$ cat src/rtl/burst_pkg.sv
`timescale 1ns/100ps
// Package: shared register layout for the burst pulse generator.
// Assumes a 16-bit register word; bit positions are fixed by the register map.
package burst_pkg;
    localparam int REG_W   = 16;
    localparam int WIDTH_W = 10;
    localparam int START_B = 15;
    localparam int INV_B   = 14;
    localparam int OE_B    = 15;

    typedef enum logic [1:0] {
        SEL_CTRL   = 2'd0,
        SEL_PERIOD = 2'd1,
        SEL_COUNT  = 2'd2,
        SEL_NONE   = 2'd3
    } reg_sel_e;
endpackage

$ cat src/rtl/burst_regs.sv
`timescale 1ns/100ps
// Module: register file and busy flag.
// Holds width, inversion, divisor, count and output enable, and freezes all of them
// while a burst runs. Assumes DIV_W <= 16 and CNT_W <= 15.
module burst_regs
    import burst_pkg::*;
#(
    parameter int DIV_W = 12,
    parameter int CNT_W = 8
) (
    input  logic               clk,
    input  logic               rst_n,
    input  logic               wr_en,
    input  logic [1:0]         wr_sel,
    input  logic [REG_W-1:0]   wr_data,
    input  logic [1:0]         rd_sel,
    input  logic               done,
    output logic [REG_W-1:0]   rd_data,
    output logic               busy,
    output logic               launch,
    output logic               invert,
    output logic               oe,
    output logic [WIDTH_W-1:0] width,
    output logic [DIV_W-1:0]   divisor,
    output logic [CNT_W-1:0]   count
);
    localparam int PAD_CNT = REG_W - 1 - CNT_W;

    logic idle_wr;

    // Start condition: a write to control with the start bit set, while idle and with a nonzero count
    always_comb begin
        idle_wr = wr_en && !busy;
        launch  = idle_wr && (reg_sel_e'(wr_sel) == SEL_CTRL)
                  && wr_data[START_B] && (count != '0);
    end

    // Register updates; busy is set by launch and cleared only by the timer
    always_ff @(posedge clk) begin
        if (!rst_n) begin
            busy    <= 1'b0;
            invert  <= 1'b0;
            oe      <= 1'b0;
            width   <= '0;
            divisor <= '0;
            count   <= '0;
        end else if (busy) begin
            if (done) begin
                busy <= 1'b0;
            end
        end else if (idle_wr) begin
            case (reg_sel_e'(wr_sel))
                SEL_CTRL: begin
                    width  <= wr_data[WIDTH_W-1:0];
                    invert <= wr_data[INV_B];
                    if (launch) begin
                        busy <= 1'b1;
                    end
                end
                SEL_PERIOD: divisor <= wr_data[DIV_W-1:0];
                SEL_COUNT: begin
                    count <= wr_data[CNT_W-1:0];
                    oe    <= wr_data[OE_B];
                end
                default: ;
            endcase
        end
    end

    // Readback multiplexer
    always_comb begin
        case (reg_sel_e'(rd_sel))
            SEL_CTRL:   rd_data = {busy, invert, 4'b0000, width};
            SEL_PERIOD: rd_data = REG_W'(divisor);
            SEL_COUNT:  rd_data = {oe, {PAD_CNT{1'b0}}, count};
            default:    rd_data = '0;
        endcase
    end
endmodule

$ cat src/rtl/burst_timer.sv
`timescale 1ns/100ps
// Module: phase and pulse counters.
// The phase counter runs from 0 to divisor-1 (a divisor of 0 acts as 1). The pulse
// counter loads on launch and decrements at each period end. Assumes count != 0 at launch.
module burst_timer #(
    parameter int DIV_W = 12,
    parameter int CNT_W = 8
) (
    input  logic             clk,
    input  logic             rst_n,
    input  logic             launch,
    input  logic             busy,
    input  logic [DIV_W-1:0] divisor,
    input  logic [CNT_W-1:0] count,
    output logic [DIV_W-1:0] phase,
    output logic [CNT_W-1:0] left,
    output logic             done
);
    logic [DIV_W-1:0] last_idx;
    logic             period_end;

    // Period boundary and final-period detection
    always_comb begin
        last_idx   = (divisor == '0) ? '0 : divisor - DIV_W'(1);
        period_end = busy && (phase == last_idx);
        done       = period_end && (left == CNT_W'(1));
    end

    // Counter sequencing
    always_ff @(posedge clk) begin
        if (!rst_n) begin
            phase <= '0;
            left  <= '0;
        end else if (launch) begin
            phase <= '0;
            left  <= count;
        end else if (period_end) begin
            phase <= '0;
            left  <= left - CNT_W'(1);
        end else if (busy) begin
            phase <= phase + DIV_W'(1);
        end
    end
endmodule

$ cat src/rtl/burst_out_stage.sv
`timescale 1ns/100ps
// Module: output level and pad enable.
// The output is active while the phase is below the width, and the inversion bit maps
// active to 0. Assumes the phase is held at 0 when idle.
module burst_out_stage
    import burst_pkg::*;
#(
    parameter int DIV_W = 12
) (
    input  logic               busy,
    input  logic [DIV_W-1:0]   phase,
    input  logic [WIDTH_W-1:0] width,
    input  logic               invert,
    input  logic               oe,
    output logic               burst_out,
    output logic               burst_oe
);
    localparam int CMP_W = (DIV_W > WIDTH_W) ? DIV_W : WIDTH_W;

    logic active;

    // Active-window compare and polarity mapping
    always_comb begin
        active    = busy && (CMP_W'(phase) < CMP_W'(width));
        burst_out = active ^ invert;
        burst_oe  = oe;
    end
endmodule

$ cat src/rtl/burst_pulse_gen.sv
`timescale 1ns/100ps
// Module: top of the ultrasonic burst pulse generator.
// Connects the register file, the timer and the output stage. Assumes single-cycle
// write strobes and a synchronous active-low reset.
module burst_pulse_gen
    import burst_pkg::*;
#(
    parameter int DIV_W = 12,
    parameter int CNT_W = 8
) (
    input  logic        clk,
    input  logic        rst_n,
    input  logic        wr_en,
    input  logic [1:0]  wr_sel,
    input  logic [15:0] wr_data,
    input  logic [1:0]  rd_sel,
    output logic [15:0] rd_data,
    output logic        burst_out,
    output logic        burst_oe
);
    logic               busy;
    logic               launch;
    logic               done;
    logic               invert;
    logic               oe;
    logic [WIDTH_W-1:0] width;
    logic [DIV_W-1:0]   divisor;
    logic [CNT_W-1:0]   count;
    logic [DIV_W-1:0]   phase;
    logic [CNT_W-1:0]   left;

    burst_regs #(.DIV_W(DIV_W), .CNT_W(CNT_W)) u_regs (
        .clk(clk), .rst_n(rst_n), .wr_en(wr_en), .wr_sel(wr_sel), .wr_data(wr_data),
        .rd_sel(rd_sel), .done(done), .rd_data(rd_data), .busy(busy), .launch(launch),
        .invert(invert), .oe(oe), .width(width), .divisor(divisor), .count(count)
    );

    burst_timer #(.DIV_W(DIV_W), .CNT_W(CNT_W)) u_timer (
        .clk(clk), .rst_n(rst_n), .launch(launch), .busy(busy), .divisor(divisor),
        .count(count), .phase(phase), .left(left), .done(done)
    );

    burst_out_stage #(.DIV_W(DIV_W)) u_out (
        .busy(busy), .phase(phase), .width(width), .invert(invert), .oe(oe),
        .burst_out(burst_out), .burst_oe(burst_oe)
    );
endmodule

$ cat config.mk
export PLATFORM = sky130hd
export DESIGN_NAME = burst_pulse_gen
export DESIGN_NICKNAME = d
export VERILOG_FILES = /design/src/rtl/burst_pkg.sv /design/src/rtl/burst_regs.sv /design/src/rtl/burst_timer.sv /design/src/rtl/burst_out_stage.sv /design/src/rtl/burst_pulse_gen.sv
export SDC_FILE = /design/constraint.sdc
export NUM_CORES = 1
export LEC_CHECK = 0
export ABC_AREA = 1
export CORE_MARGIN = 2
export CORE_UTILIZATION = 60
export CTS_BUF_LIST = sky130_fd_sc_hd__clkbuf_4 sky130_fd_sc_hd__clkbuf_8
export DETAILED_ROUTE_END_ITERATION = 12
export DONT_BUFFER_PORTS = 1
export PLACE_DENSITY = 0.76
export RECOVER_POWER = 25
export SLEW_MARGIN = 40
export SYNTH_ARGS = -nofsm -noshare
export SYNTH_HDL_FRONTEND = slang
export SYNTH_SLANG_ARGS = --single-unit
export TNS_END_PERCENT = 10
$ cat constraint.sdc
create_clock -name clk -period 4.1 [get_ports clk]
set_input_delay 0.615 -clock clk [delete_from_list [all_inputs] [get_ports clk]]
set_output_delay 0.615 -clock clk [all_outputs]
set_load 0.005 [all_outputs]
==> flow_summary.json <==
{
  "timing.final.hold_violations": 0,
  "numPortBuffers": 0,
  "cts_max_path_buffers": 2,
  "dpl.cell_count": 554,
  "drt-total-wl_um": 7710,
  "ys_types": 34,
  "htree_num_levels": 2,
  "synth_edf_count": 0,
  "whs_ns": 0.428,
  "fillers": 500,
  "pwr-share-clk_pct": 28.9,
  "reg2reg_slack_ns": 1.29,
  "dpl_worst_slack_ns": 1.32,
  "netlist.area_leader.share_pct": 32.0,
  "required_ns": 4.36,
  "post_cts_resized": 0,
  "period_share_pct": 68.4,
  "route.antenna.remaining_nets": 0,
  "reg2reg_to": "u_timer.left[7]$_SDFFE_PN0P_",
  "grt_pass1_wl_um": 12800,
  "core_um2": 5410,
  "power.density_nw_per_um2": 337,
  "dp.final_hpwl_um": 5830,
  "syn_inst": 498,
  "run_status": "finished, final reports clean",
  "die_w_um": 78.3,
  "grt_pass1_vias": 2786,
  "holdPathEnd": "u_regs.count[0]$_SDFFE_PN0P_",
  "drc": 0,
  "n_antenna_cell": 0,
  "fmax_mhz": 356,
  "final_nets": 526,
  "hold_buffers": 0,
  "p_sw_share_pct": 32.9,
  "synth_warnings": 0,
  "crit_type": "flop to flop",
  "syn_avg_cell_area_um2": 6.65,
  "yosysTopAreaCell": "dfxtp_1",
  "clk_pin_slew_ns": 0.11,
  "chipHeight_um": 78.3,
  "cts.sinks": 53,
  "p_sw_uw": 378,
  "wl_per_cell_um": 13.7,
  "hold_depth": 2,
  "synth_ff_type": "dfxtp_1",
  "maxCapViolCount": 0,
  "cp-end-kind": "flop",
  "regToRegStartpoint": "u_regs.busy$_SDFF_PN0_",
  "num_rows": 27,
  "grt_usage_pct": 26.3,
  "worst_setup_path_start_kind": "flop",
  "start_util_pct": 61.3,
  "worstHoldStart": "wr_data[0]",
  "clk_latency_ns": 0.32,
  "stdcell_count": 563,
  "grt_setup_unrepaired": "false",
  "gp_congestion": 0.908,
  "cp_max_fo": 14,
  "p_comb_share_pct": 23.1,
  "fin_setup_tns_ns": 0,
  "gr-total-overflow": 0,
  "ios": 41,
  "cp.arrival_ns": 3.07,
  "syn_area_um2": 3310,
  "peakVddDrop_mv": 0.242,
  "first_pass_iters": 5,
  "slew_violations": 0,
  "worstMarginPinSlew_ns": 0.684,
  "clock_skew_ns": 0.0106,
  "cts_buffers": 5,
  "synth.yosys.seq_area_share_pct": 32.0,
  "drtIter0Drc": 180,
  "via_per_inst": 5.57,
  "p_int_uw": 771,
  "pwr-share-seq_pct": 48.1,
  "fin_ws_ns": 1.29,
  "r2r_cells": 10,
  "hp-class": "input port to flop",
  "async_flop_share_pct": 0,
  "ys_seq_elements": 53,
  "fp.dieArea_um2": 6130,
  "period_minus_slack_ns": 2.81,
  "antenna_found_initial": 0,
  "relSlewSlack_pct": 54.2,
  "area_growth_pct": 3.02,
  "setup_viol": 0,
  "cts_setup_buffers": 0,
  "drive_above_1_share_pct": 6.52,
  "fin_util_pct": 63.1,
  "ys_top_cells_by_area": "dfxtp_1 32%, nand2_1 12%, inv_1 6.9%, o21ai_0 6.6%, nand3_1 6.3%",
  "grt_max_degree": 43,
  "p_leak_uw": 0.00144,
  "root_buffer": "clkbuf_8",
  "via_count": 3136,
  "cts_tree": "built"
}
-- critical path: stages (launching register included) --
cell and delay, ns:
dfxtp_1 0.58, clkinv_1 0.43, nand2_1 0.18, nor3_1 0.07, nand3_1 0.38, clkinv_1 0.38
nor2_1 0.26, nand2_4 0.18, inv_2 0.16, nand2_1 0.06, nand2_1 0.05
-- layer usage --
layer / part of all wire, % / GRT usage, % / up-vias
met1: 49 / 36.8 / 1459
met2: 45 / 42.1 / 68
met3: 5.0 / 5.06 / 7
li1: - / - / 1602
met5: 0 / 0 / -
met4: 0.70 / 5.96 / 0
-- worst max path at each step --
stage	start	to	slack, ns
finish	u_regs.busy$_SDFF_PN0_	u_timer.left[7]$_SDFFE_PN0P_	1.29
global route	u_regs.busy$_SDFF_PN0_	u_timer.left[4]$_SDFFE_PN0P_	0.99
CTS	u_regs.busy$_SDFF_PN0_	u_timer.left[3]$_SDFFE_PN0P_	1.29
detailed placement	u_regs.busy$_SDFF_PN0_	u_timer.left[3]$_SDFFE_PN0P_	1.32
global placement	u_regs.busy$_SDFF_PN0_	u_timer.left[5]$_SDFFE_PN0P_	1.39
floorplan	u_regs.divisor[0]$_SDFFE_PN0P_	u_timer.phase[1]$_SDFFE_PP0P_	2.13
-- layout make-up --
class,instances,area (um2),area share (%)
Multi-Input combinational cell,364,1910,56.1
Sequential cell,53,1060,31.1
Inverter,65,244,7.15
Tap cell,72,90.1,2.64
Clock buffer,6,82.6,2.42
Clock inverter,2,17.5,0.513
Timing Repair Buffer,1,3.75,0.110
-- sequential cells by signal (all words and copies together), names as in the netlist --
name / count
u_regs.oe: 1
u_regs.divisor: 12
u_regs.busy: 1
u_timer.phase: 12
u_regs.invert: 1
u_regs.width: 10
u_timer.left: 8
u_regs.count: 8
-- power by group through the flow --
stage                     Clock (uW)  Sequential (uW)  Combinational, uW
after floorplan                    0              558                232
after global placement             0              563                258
after detailed placement           0              564                263
after CTS                        332              552                265
after global routing             354              555                308
final                            332              552                265
-- Yosys cell counts, types with 2 or more instances --
cell type  count
ha_1          13
xor2_1        13
nor4_1         2
nor2_1        50
dfxtp_1       53
o22ai_1        2
inv_1         61
nand4_1        8
nor2_2        13
nand2_1      104
nand2_4        3
o21ai_0       44
buf_4          2
nand2_2        2
nand3_1       42
a21oi_1       34
o221ai_1       8
clkinv_1       3
o211ai_1       4
xnor2_1        4
nand3_2        3
clkbuf_1      11
buf_2          2
nor3_1         7
-- through the flow --
stage	power [uW]	cell area (um2)
after floorplan	791	3320
after global placement	821	3310
after detailed placement	827	3310
after CTS	1150	3410
after global routing	1220	3410
final	1150	3410
-- cells in the final DEF (no fill, tap or decap), types with 2 or more instances in the layout --
| master | count |
|---|---|
| clkinv_1 | 3 |
| nor3_1 | 7 |
| xor2_1 | 13 |
| nand3_2 | 3 |
| o22ai_1 | 2 |
| o21ai_0 | 44 |
| nand2_2 | 2 |
| conb_1 | 2 |
| nand2_4 | 3 |
| ha_1 | 13 |
| nor4_1 | 2 |
| nand3_1 | 42 |
| dfxtp_1 | 53 |
| nand2_1 | 104 |
| o221ai_1 | 8 |
| clkbuf_8 | 6 |
| xnor2_1 | 4 |
| nand4_1 | 8 |
| o211ai_1 | 4 |
| a21oi_1 | 34 |
| nor2_1 | 50 |
| inv_1 | 61 |
| nor2_2 | 13 |
-- cell families (layout without fill, tap and decap cells) --
kind of cell             count (synthesis)  in the layout  share of synthesized area, %
AND/OR/NAND/NOR                        238            238                          32.5
flip-flops                              53             53                          32.0
other                                    1              2                         0.113
XOR/XNOR                                17             17                          4.50
buffers and inverters                   82             74                          10.3
adder cells (fa/ha/maj)                 13             13                          4.91
AO/OA/AOI/OAI                           94             94                          15.7
Power figures use the tool's default switching activity.
